--- src/rtl/booth_pkg.sv ---
package booth_pkg;
    typedef struct packed {
        logic one;
        logic two;
        logic neg;
    } bsel_t;
endpackage

--- src/rtl/booth_enc.sv ---
module booth_enc
    import booth_pkg::*;
(
    input  logic [2:0] grp,
    output bsel_t      sel
);
    bsel_t sel_d;

    always_comb begin
        sel_d = '0;
        unique case (grp)
            3'b001, 3'b010: sel_d.one = 1'b1;
            3'b011:         sel_d.two = 1'b1;
            3'b100: begin
                sel_d.two = 1'b1;
                sel_d.neg = 1'b1;
            end
            3'b101, 3'b110: begin
                sel_d.one = 1'b1;
                sel_d.neg = 1'b1;
            end
            3'b111:         sel_d.neg = 1'b1;
            default:        sel_d = '0;
        endcase
    end

    assign sel = sel_d;

    always_comb begin
        a_r2_select_exclusive: assert (!(sel.one && sel.two))
            else $error("R2: one and two selects both active");
        a_r1_zero_codes: assert (!((grp == 3'b000) || (grp == 3'b111)) || !(sel.one || sel.two))
            else $error("R1: zero code selected a nonzero row");
        a_r2_neg_flag: assert (sel.neg == grp[2])
            else $error("R2: negate flag does not follow window top bit");
    end
endmodule

--- src/rtl/booth_row.sv ---
module booth_row
    import booth_pkg::*;
#(
    parameter int N = 16,
    localparam int W = N + 2
) (
    input  logic [N:0]   yext,
    input  bsel_t        sel,
    output logic [W-1:0] row_bits
);
    logic [W-1:0] mag_d;
    logic [W-1:0] val_d;

    always_comb begin
        mag_d = '0;
        if (sel.one) begin
            mag_d = {yext[N], yext};
        end else if (sel.two) begin
            mag_d = {yext, 1'b0};
        end
        val_d = sel.neg ? ~mag_d : mag_d;
    end

    // top bit inverted: the sign extension is folded into a constant row
    assign row_bits = {~val_d[W-1], val_d[W-2:0]};
endmodule

--- src/rtl/csa_stage.sv ---
module csa_stage #(
    parameter int W = 32
) (
    input  logic [W-1:0] x,
    input  logic [W-1:0] y,
    input  logic [W-1:0] z,
    output logic [W-1:0] s,
    output logic [W-1:0] c
);
    always_comb begin
        s    = x ^ y ^ z;
        c    = '0;
        for (int i = 0; i < W - 1; i++) begin
            c[i+1] = (x[i] & y[i]) | (x[i] & z[i]) | (y[i] & z[i]);
        end
    end

    always_comb begin
        a_r7_csa_keeps_sum: assert (W'(s + c) == W'(x + y + z))
            else $error("R7: carry-save stage changed the sum");
    end
endmodule

--- src/rtl/booth_mul.sv ---
module booth_mul
    import booth_pkg::*;
#(
    parameter int N = 16
) (
    input  logic [N-1:0]   mcand,
    input  logic [N-1:0]   mplier,
    input  logic           signed_mode,
    output logic [2*N-1:0] product
);
    localparam int ROWS = N / 2 + 1;
    localparam int W    = N + 2;
    localparam int PW   = 2 * N;
    localparam int VECS = ROWS + 1;

    function automatic logic [PW-1:0] sign_const();
        logic [PW-1:0] acc;
        acc = '0;
        for (int i = 0; i < ROWS; i++) begin
            if (2 * i + W - 1 < PW) begin
                acc = acc + (PW'(1) << (2 * i + W - 1));
            end
        end
        return PW'(-acc);
    endfunction

    localparam logic [PW-1:0] KSIGN = sign_const();

    logic [N+2:0]  xe;
    logic [N:0]    yext;
    bsel_t         sel  [ROWS];
    logic [W-1:0]  pp   [ROWS];
    logic [PW-1:0] vec  [VECS];
    logic [PW-1:0] s_ch [VECS];
    logic [PW-1:0] c_ch [VECS];

    assign xe   = {2'b00, mplier, 1'b0};
    assign yext = {signed_mode & mcand[N-1], mcand};

    for (genvar r = 0; r < ROWS; r++) begin : g_row
        logic [2:0] grp;
        if (r == ROWS - 1) begin : g_top
            assign grp = signed_mode ? 3'b000 : xe[2*r+2:2*r];
        end else begin : g_mid
            assign grp = xe[2*r+2:2*r];
        end

        booth_enc i_enc (
            .grp (grp),
            .sel (sel[r])
        );

        booth_row #(.N(N)) i_row (
            .yext     (yext),
            .sel      (sel[r]),
            .row_bits (pp[r])
        );

        if (r == 0) begin : g_first
            assign vec[r] = PW'(pp[r]);
        end else begin : g_next
            assign vec[r] = (PW'(pp[r]) << (2 * r))
                          | (PW'(sel[r-1].neg) << (2 * (r - 1)));
        end
    end

    assign vec[ROWS] = KSIGN | (PW'(sel[ROWS-1].neg) << (2 * (ROWS - 1)));

    assign s_ch[0] = '0;
    assign c_ch[0] = '0;
    assign s_ch[1] = vec[0];
    assign c_ch[1] = vec[1];

    for (genvar k = 2; k < VECS; k++) begin : g_csa
        csa_stage #(.W(PW)) i_csa (
            .x (s_ch[k-1]),
            .y (c_ch[k-1]),
            .z (vec[k]),
            .s (s_ch[k]),
            .c (c_ch[k])
        );
    end

    assign product = s_ch[VECS-1] + c_ch[VECS-1];

    logic [PW-1:0] ref_d;
    always_comb begin
        if (signed_mode) begin
            ref_d = PW'({{N{mcand[N-1]}}, mcand} * {{N{mplier[N-1]}}, mplier});
        end else begin
            ref_d = PW'({{N{1'b0}}, mcand} * {{N{1'b0}}, mplier});
        end
        a_r4_r5_exact_product: assert (product == ref_d)
            else $error("R4/R5: product mismatch");
        a_r6_top_row_zero: assert (!signed_mode || (!sel[ROWS-1].one && !sel[ROWS-1].two && !sel[ROWS-1].neg))
            else $error("R6: top window active in signed mode");
    end
endmodule

--- config.mk ---
export PLATFORM = sky130hd
export DESIGN_NAME = booth_mul
export DESIGN_NICKNAME = d
export VERILOG_FILES = /design/src/rtl/booth_pkg.sv /design/src/rtl/booth_enc.sv /design/src/rtl/booth_row.sv /design/src/rtl/csa_stage.sv /design/src/rtl/booth_mul.sv
export SDC_FILE = /design/constraint.sdc
export NUM_CORES = 1
export LEC_CHECK = 0
export BUFFER_PORTS_ARGS = -buffer_cell sky130_fd_sc_hd__buf_2
export CAP_MARGIN = 10
export CORE_UTILIZATION = 30
export DETAILED_ROUTE_END_ITERATION = 6
export GPL_ROUTABILITY_DRIVEN = 0
export PLACE_DENSITY_LB_ADDON = 0.08
export SLEW_MARGIN = 20
export SYNTH_ARGS = -nofsm -noshare
export SYNTH_HDL_FRONTEND = slang
export SYNTH_HIERARCHICAL = 1
export SYNTH_SLANG_ARGS = --single-unit
--- constraint.sdc ---
create_clock -name vclk -period 9.1
set_input_delay 0.91 -clock vclk [all_inputs]
set_output_delay 0.91 -clock vclk [all_outputs]
set_load 0.01 [all_outputs]
After elaboration in Yosys (flattened, before gate mapping) --
Index checks and enable logic that the tools add are counted.
Storage, ports and cells: register bits after elaboration 0, output and inout port bits 32
Cells by class: add/sub/neg operators 1, muxes and demuxes 55, bitwise operators 1101, equal/unequal tests 59, reduce and logical (&&, ||, !) cells 26
Operators by type and width (count):
- 1-bit AND | 603
- 18-bit 2-to-1 mux | 24
- 1-bit OR | 414
- 32-bit bitwise XOR | 9
- 18-bit NOT | 8
- 3-bit == test, second input constant | 28
- 4-bit OR reduction | 16
- 16-bit 2-to-1 mux | 3
- 3-bit by 2-bit == test with 1-bit output, second input constant | 14
- 32-bit adder | 1
- 1-bit AND, second input constant | 32
- 32-bit by 13-bit OR with 32-bit output | 1
- 32-bit by 15-bit OR with 32-bit output | 1
- 32-bit by 22-bit bitwise XOR with 32-bit output | 1
- 32-bit by 24-bit bitwise XOR with 32-bit output | 1
- 32-bit by 26-bit bitwise XOR with 32-bit output | 1
- 32-bit by 28-bit bitwise XOR with 32-bit output | 1
- 32-bit by 30-bit bitwise XOR with 32-bit output | 1
- 32-bit by 31-bit bitwise XOR with 32-bit output | 1
- 30-bit by 11-bit OR with 30-bit output | 1
- 1-bit 2-to-1 mux | 28
- 28-bit by 9-bit OR with 28-bit output | 1
- 26-bit by 7-bit OR with 26-bit output | 1
- 24-bit by 5-bit OR with 24-bit output | 1
- other kinds (14) | 50

Depth between registers and ports, before layout --
Gate-level depths: netlist of the first run.
depth after elaboration 34, gate-level depth with buffers 22

By module --
The synthesis of the first run kept the hierarchy.
Modules (own cells, without submodules):
- booth_row | instances 9, area each 810.8 um^2, seq. area each 0.0 um^2, cells an instance 99
- csa_stage | instances 8, area each 655.6 um^2, seq. area each 0.0 um^2, cells an instance 34
- booth_mul | instances 1, area each 1908.1 um^2, seq. area each 0.0 um^2, cells an instance 284
- booth_enc | instances 9, area each 80.1 um^2, seq. area each 0.0 um^2, cells an instance 8

Worst setup path after synthesis of the first run --
No wires, ideal clock.
path kind input-to-output, from input mplier[3], to output product[29], cell stages on the path 20, arrival 7.562 ns, data required time 8.190 ns, path slack 0.628 ns, cells stage by stage inv_1 -> ha_1 -> o41a_1 -> clkbuf_1 -> and4b_1 -> a211oi_2 -> fa_1 -> fa_1 -> fa_1 -> fa_1 -> fa_1 -> fa_1 -> fa_1 -> fa_1 -> ha_1 -> a21o_1 -> a21o_1 -> a211o_1 -> a311o_1 -> nor3_1
RTL lines:
- start, declared | RTL line booth_mul.sv:7 | input logic [N-1:0] mplier,
- end, declared | RTL line booth_mul.sv:9 | output logic [2*N-1:0] product

==> reports/qor.csv, run 1 <==
metric,value,unit
outcome,"finished, violations left",
failed_checks,max-slew violations,
grt_pass1_vias,11800,
routed-via-count,12000,
syn_avg_cell_area,9.99,µm²
die_area,51300,µm²
min_from,mcand[0],
fmax,111,MHz
critical_path_buf_inv_count,4,
syn2layout_area_growth,10.4,%
finalNetCount,2013,
cp_slowest_cell,fa_1,
dpl.cell_count,2322,
regArea,0,µm²
drt_wl_total,40600,µm
rsz0062_at_grt,yes,
drtIter0Drc,619,
num_rows,81,
criticalPathCategory,in -> out,
grt.overflow.total,0,
port_buffers,65,
grt_usage,0.159,
worstMarginPinSlew,1590,ps
path_delay_family,adder cells,
start_kind,primary input,
worst_ep_required_time,8190,ps
slew_headroom,-0.0579,
dpl.hpwl,31100,µm
diodes,0,
hold_viol,0,
critPathMaxFanout,51,
start_util,0.306,
first_pass_iters,5,
grt_max_degree,67,
hold_path_depth,10,
slowest_delay,560,ps
hold_end,product[14],
period_share,0.986,
seq_cells,0,
antenna_found_initial,2,
fp.dieW,226,µm
path_cells,"buf_2, inv_1, ha_1, o41a_1, buf_12, and4b_1, a211oi_2, fa_1, fa_1, fa_1, fa_1, fa_1, fa_1, fa_1, fa_1, ha_1, a21o_1, a21o_1, a211o_4, a311o_1, nor3_1, buf_2",
arrival,8060,ps
cp-end-kind,primary output,
route.detailed.wl_per_inst,17.5,µm
maxSlewViolCount,48,
finalNonFillerCells,2326,
syn_area,15100,µm²
nClkBuffers,0,
ys_warn_count,6,
die_h,226,µm
syn_inst,1512,
ios,65,
drc,0,
grt_pass1_wl,66100,µm
finalSetupViolCount,0,
path_common_cell,fa_1,
maxCapViolations,0,
drive_above_1_share,0.224,
fin_crit,8970,ps
worst_hold_path_type,in -> out,
core_area,49400,µm²
viasPerCell,5.14,
antenna_left,0,
## per-layer routing
layer | wire (µm) | part of all wire | track usage | up-vias
li1 | - | - | - | 5806
met5 | 0 | 0 | 0 | -
met4 | 212 | 0.0052 | 0.00806 | 0
met3 | 749 | 0.018 | 0.00246 | 12
met2 | 18600 | 0.46 | 0.265 | 161
met1 | 21100 | 0.52 | 0.240 | 5980
## cell usage in the layout (no fill, tap or decap), types with 3 or more instances in the layout
cell	count
nor3_1	9
a211oi_2	142
and3_1	121
nand2_1	40
nor2b_1	5
xnor2_1	22
o21ai_1	12
inv_1	23
buf_12	8
fa_1	235
nand3b_1	144
buf_2	64
and3_4	27
nor2_1	18
buf_4	71
xor3_1	8
a211oi_4	3
nand3_1	12
fa_2	14
a21oi_2	8
xor2_1	20
and4b_1	144
nor3b_1	3
a211oi_1	3
mux2_2	7
o41a_1	7
o211ai_1	4
o21a_1	6
ha_1	65
nand4_1	6
a21o_1	5
and2_1	3
o21ai_0	23
conb_1	167
a21oi_1	166
## cell type report
type	instances	area, µm²
fillers	5146	32700
inverters	23	86.3
repair buffers	144	1020
multi-input cells	1495	14700
well taps	664	831
## what timing repair did
action | CTS | global route
buffers inserted | 2 | 1
pin swaps | 1 | 16
hold buffers | 0 | 0
setup endpoints to repair | 1 | 15
gates resized for setup | 0 | 52
hold endpoints to repair | 0 | 0
## metrics by stage
step | TNS [ps] | cell area (µm²) | hold WS (ps) | util | worst slack (ps)
6_report | 0 | 16700 | 3450 | 0.338 | 130
5_1_grt | -553 | 16700 | 3610 | 0.338 | -97.0
4_1_cts | 0 | 16500 | 3460 | 0.333 | 6.56
3_5_place_dp | -12.6 | 16400 | 3450 | 0.333 | -12.6
3_3_place_gp | 0 | 16400 | 3440 | 0.333 | 52.1
2_1_floorplan | 0 | 15700 | 2690 | - | 628
## worst max-delay path by stage
stage / cells past startpoint / startpoint / slack (ps) / to
floorplan: 20 / mplier[3] / 630 / product[29]
global placement: 22 / mplier[0] / 50 / product[23]
detailed placement: 23 / mplier[1] / -10 / product[23]
finish: 22 / mplier[1] / 130 / product[29]
global route: 25 / mplier[1] / -100 / product[28]
CTS: 23 / mplier[1] / 7 / product[23]
## worst min-delay path, cell delays in order
cell	delay, ps
buf_2	260
nand2_1	150
xnor2_1	150
fa_1	180
fa_1	190
fa_1	170
ha_1	150
buf_4	140
xor2_1	70
buf_2	130
Power of run 1 is not shown: default switching activity piles up to over one toggle a cycle in this logic, so the estimate is an artifact.
==> run 2: changes to the inputs <==
- ABC_AREA: default -> 1
- BUFFER_PORTS_ARGS: -buffer_cell sky130_fd_sc_hd__buf_2 -> default
- DONT_BUFFER_PORTS: default -> 1
- SLEW_MARGIN: 20 -> 30
==> run 2 against run 1 <==
  * The run now ends clean
  * Utilization decreased by 1.5 points
  * Die area decreased by 9.6%
  * Critical path depth increased by 2
  * Worst setup slack improved by 470 ps
  * Final cell count increased by 13%
  * Sequential share of layout area unchanged
  * Area after synthesis decreased by 9.6%
  * Highest routed layer unchanged
==> reports/qor.csv, run 2 <==
metric,value,unit
syn_area,13700,µm²
start_util,0.307,
cts_setup_buffers,0,
holdBufCountCts,0,
num_rows,77,
grt_pass1_vias,12400,
hold_end,product[31],
grt_pass1_wl,67600,µm
slew_headroom,0.342,
arrival,7590,ps
die_h,215,µm
nClkBuffers,0,
worstMarginPinSlew,984,ps
final_common_cell,nand2_1,
maxCapViolations,0,
fp.dieW,215,µm
dpl-instance-area,14400,µm²
seq_cells,0,
fmax,118,MHz
grt.overflow.total,0,
period_share,0.934,
die_area,46400,µm²
antenna_found_initial,0,
antenna_left,0,
fin_util,0.323,
route.detailed.wl_per_inst,15.7,µm
ios,65,
ys_warn_count,6,
first_pass_iters,5,
fill_cells,4931,
min_from,mcand[14],
drive_above_1_share,0.0759,
multi_input_area,12700,µm²
cp-end-kind,primary output,
worst_ep_required_time,8190,ps
syn2layout_area_growth,5.21,%
critPathMaxFanout,16,
grt_usage,0.183,
grt_max_degree,19,
finalSetupViolCount,0,
syn_inst,1934,
final_cell_mix,"nand2_1, fa_1, nand3_1, conb_1, inv_1",
diodes,0,
setup_tns,0,ps
fin_crit,8500,ps
drc,0,
criticalPathCategory,in -> out,
worst_hold_path_type,in -> out,
syn_avg_cell_area,7.06,µm²
stdcell_area,14400,µm²
outcome,"finished, final reports clean",
drtIter0Drc,734,
viasPerCell,4.60,
rsz0062_at_grt,no,
drt_wl_total,41300,µm
hold_path_depth,9,
regArea,0,µm²
dpl.hpwl,33500,µm
finalNetCount,2393,
routed-via-count,12100,
hold_viol,0,
cts_resized,0,
port_buffers,0,
maxSlewViolCount,0,
crit_path_start,mplier[2],
core_area,44500,µm²
hold_slack,2770,ps
start_kind,primary input,
-- run 2: changes by cell type in the layout (fill, tap and decap cells not counted), moves of 21 or more --
cell,previous run,this run
nand2_1,40,877
nand3_1,12,228
a21oi_1,166,19
and4b_1,144,0
nand3b_1,144,0
a211oi_2,142,0
inv_1,23,162
and3_1,121,0
nand3_2,0,93
buf_2,64,0
buf_4,71,21
and3_4,27,0
o21ai_0,23,0
nor2_1,18,39
-- run 2: area by class of cell --
cell class,instances,area share
Multi-Input combinational cell,1838,0.885
Inverter,183,0.0525
Timing Repair Buffer,21,0.0110
Tap cell,592,0.0516
-- run 2: how the worst max path moves through the flow --
| stage | cells after the start | slack, ps | to |
|---|---|---|---|
| floorplan | 25 | 1520 | product[16] |
| global placement | 24 | 620 | product[30] |
| detailed placement | 24 | 610 | product[30] |
| CTS | 24 | 590 | product[30] |
| global route | 24 | 220 | product[30] |
| finish | 24 | 600 | product[30] |
-- run 2: layer usage --
layer | part of all wire | vias to the layer above | track usage | wire, µm
met3 | 0.034 | 16 | 0.00849 | 1420
met4 | 0.0081 | 0 | 0.0154 | 333
met5 | 0 | - | 0 | 0
met1 | 0.47 | 5855 | 0.249 | 19500
li1 | - | 6038 | - | -
met2 | 0.49 | 203 | 0.330 | 20000
-- run 2: stage by stage --
step,setup slack (ps),std cells
finish,600,2634
global route,224,2634
CTS,585,2634
detailed placement,609,2634
global placement,616,2634
floorplan,1520,2101
-- run 2: worst max-delay path, stage by stage --
cell	delay [ps]
inv_1	40
ha_1	700
inv_8	160
nand3_2	110
nand2_1	50
nand2_1	50
nand2_1	90
fa_1	590
fa_1	470
fa_1	520
fa_1	440
fa_1	530
fa_1	450
fa_1	580
fa_1	440
ha_1	410
nand2_1	140
nor2_1	340
nand2_1	170
nor2_1	120
nand2_1	70
nand2_1	60
nand2_1	40
nand2_1	100
Power of run 2 is left out for the same reason.
==> run 3: changes to the inputs <==
- PLACE_DENSITY_LB_ADDON: 0.08 -> default
==> run 3 against run 2 <==
  * Via count rose by 1.4%
  * Global-route usage fell by 2.6 points
  * Routed wire length fell by 14%
  * Critical endpoint is now product[16]
  * Largest cell class unchanged
==> reports/qor.csv, run 3 (same netlist as run 2, synthesis figures left out) <==
metric,value,unit
hold_viol,0,
cts_resized,0,
antenna_left,0,
worstMarginPinSlew,828,ps
first_pass_iters,7,
fp.dieW,215,µm
drt_wl_total,35400,µm
finalNetCount,2389,
routed-via-count,12300,
cts_setup_buffers,0,
start_util,0.307,
ios,65,
slew_headroom,0.447,
drc,0,
num_rows,77,
finalSetupViolCount,0,
dpl.hpwl,30000,µm
fin_util,0.322,
maxSlewViolCount,0,
outcome,"finished, final reports clean",
grt_pass1_wl,60500,µm
nClkBuffers,0,
route.detailed.wl_per_inst,13.5,µm
start_kind,primary input,
fmax,120,MHz
fill_cells,4829,
final_common_cell,nand2_1,
maxCapViolations,0,
worst_hold_path_type,in -> out,
antenna_found_initial,0,
grt_usage,0.157,
critPathMaxFanout,16,
core_area,44500,µm²
syn2layout_area_growth,4.98,%
grt_pass1_vias,12300,
regArea,0,µm²
worst_ep_required_time,8190,ps
die_h,215,µm
holdBufCountCts,0,
grt.overflow.total,0,
period_share,0.917,
fin_crit,8340,ps
arrival,7430,ps
diodes,0,
hold_slack,2730,ps
final_cell_mix,"nand2_1, fa_1, nand3_1, conb_1, inv_1",
rsz0062_at_grt,no,
dpl-instance-area,14300,µm²
stdcell_area,14300,µm²
cp-end-kind,primary output,
setup_tns,0,ps
viasPerCell,4.67,
grt_max_degree,19,
criticalPathCategory,in -> out,
die_area,46400,µm²
drive_above_1_share,0.0741,
drtIter0Drc,772,
seq_cells,0,
port_buffers,0,
[run 3: area by class of cell]
cell class                      instances  area, µm²  area share
Multi-Input combinational cell       1838      12700       0.887
Tap cell                              592        741      0.0517
Timing Repair Buffer                   17        128     0.00890
Inverter                              183        754      0.0526
[run 3: per-stage QoR]
stage                     worst slack [ps]  instances
after floorplan                       1520       2101
after global placement                 814       2630
after detailed placement               794       2630
after CTS                              783       2630
after global routing                   363       2630
final                                  757       2630
[run 3: critical path, cell delays in order]
cell	delay, ps
inv_1	30
ha_1	710
inv_8	150
nand3_1	150
nand2_1	60
nand2_1	60
nand2_1	70
fa_1	510
fa_1	420
fa_1	580
fa_1	440
fa_1	430
fa_1	580
fa_1	440
fa_1	440
ha_1	380
nand2_2	130
inv_2	40
a21oi_1	280
nor2_1	80
nor2_1	100
nand2_1	70
xor2_1	330
[run 3: metal layers]
metal	vias to the layer above	wire, µm	track usage
met3	58	1710	0.0142
met2	321	17200	0.282
li1	6051	-	-
met1	5851	15700	0.204
met5	-	0	0
met4	0	795	0.0310
[run 3: path summary, 6_finish.rpt]
| path | slack (ps) | startpoint | cells after the start | to |
|---|---|---|---|---|
| hold / removal | 2730 | mcand[14] | 9 | product[31] |
| setup / recovery | 760 | mplier[3] | 23 | product[16] |
Power of run 3 is left out for the same reason.
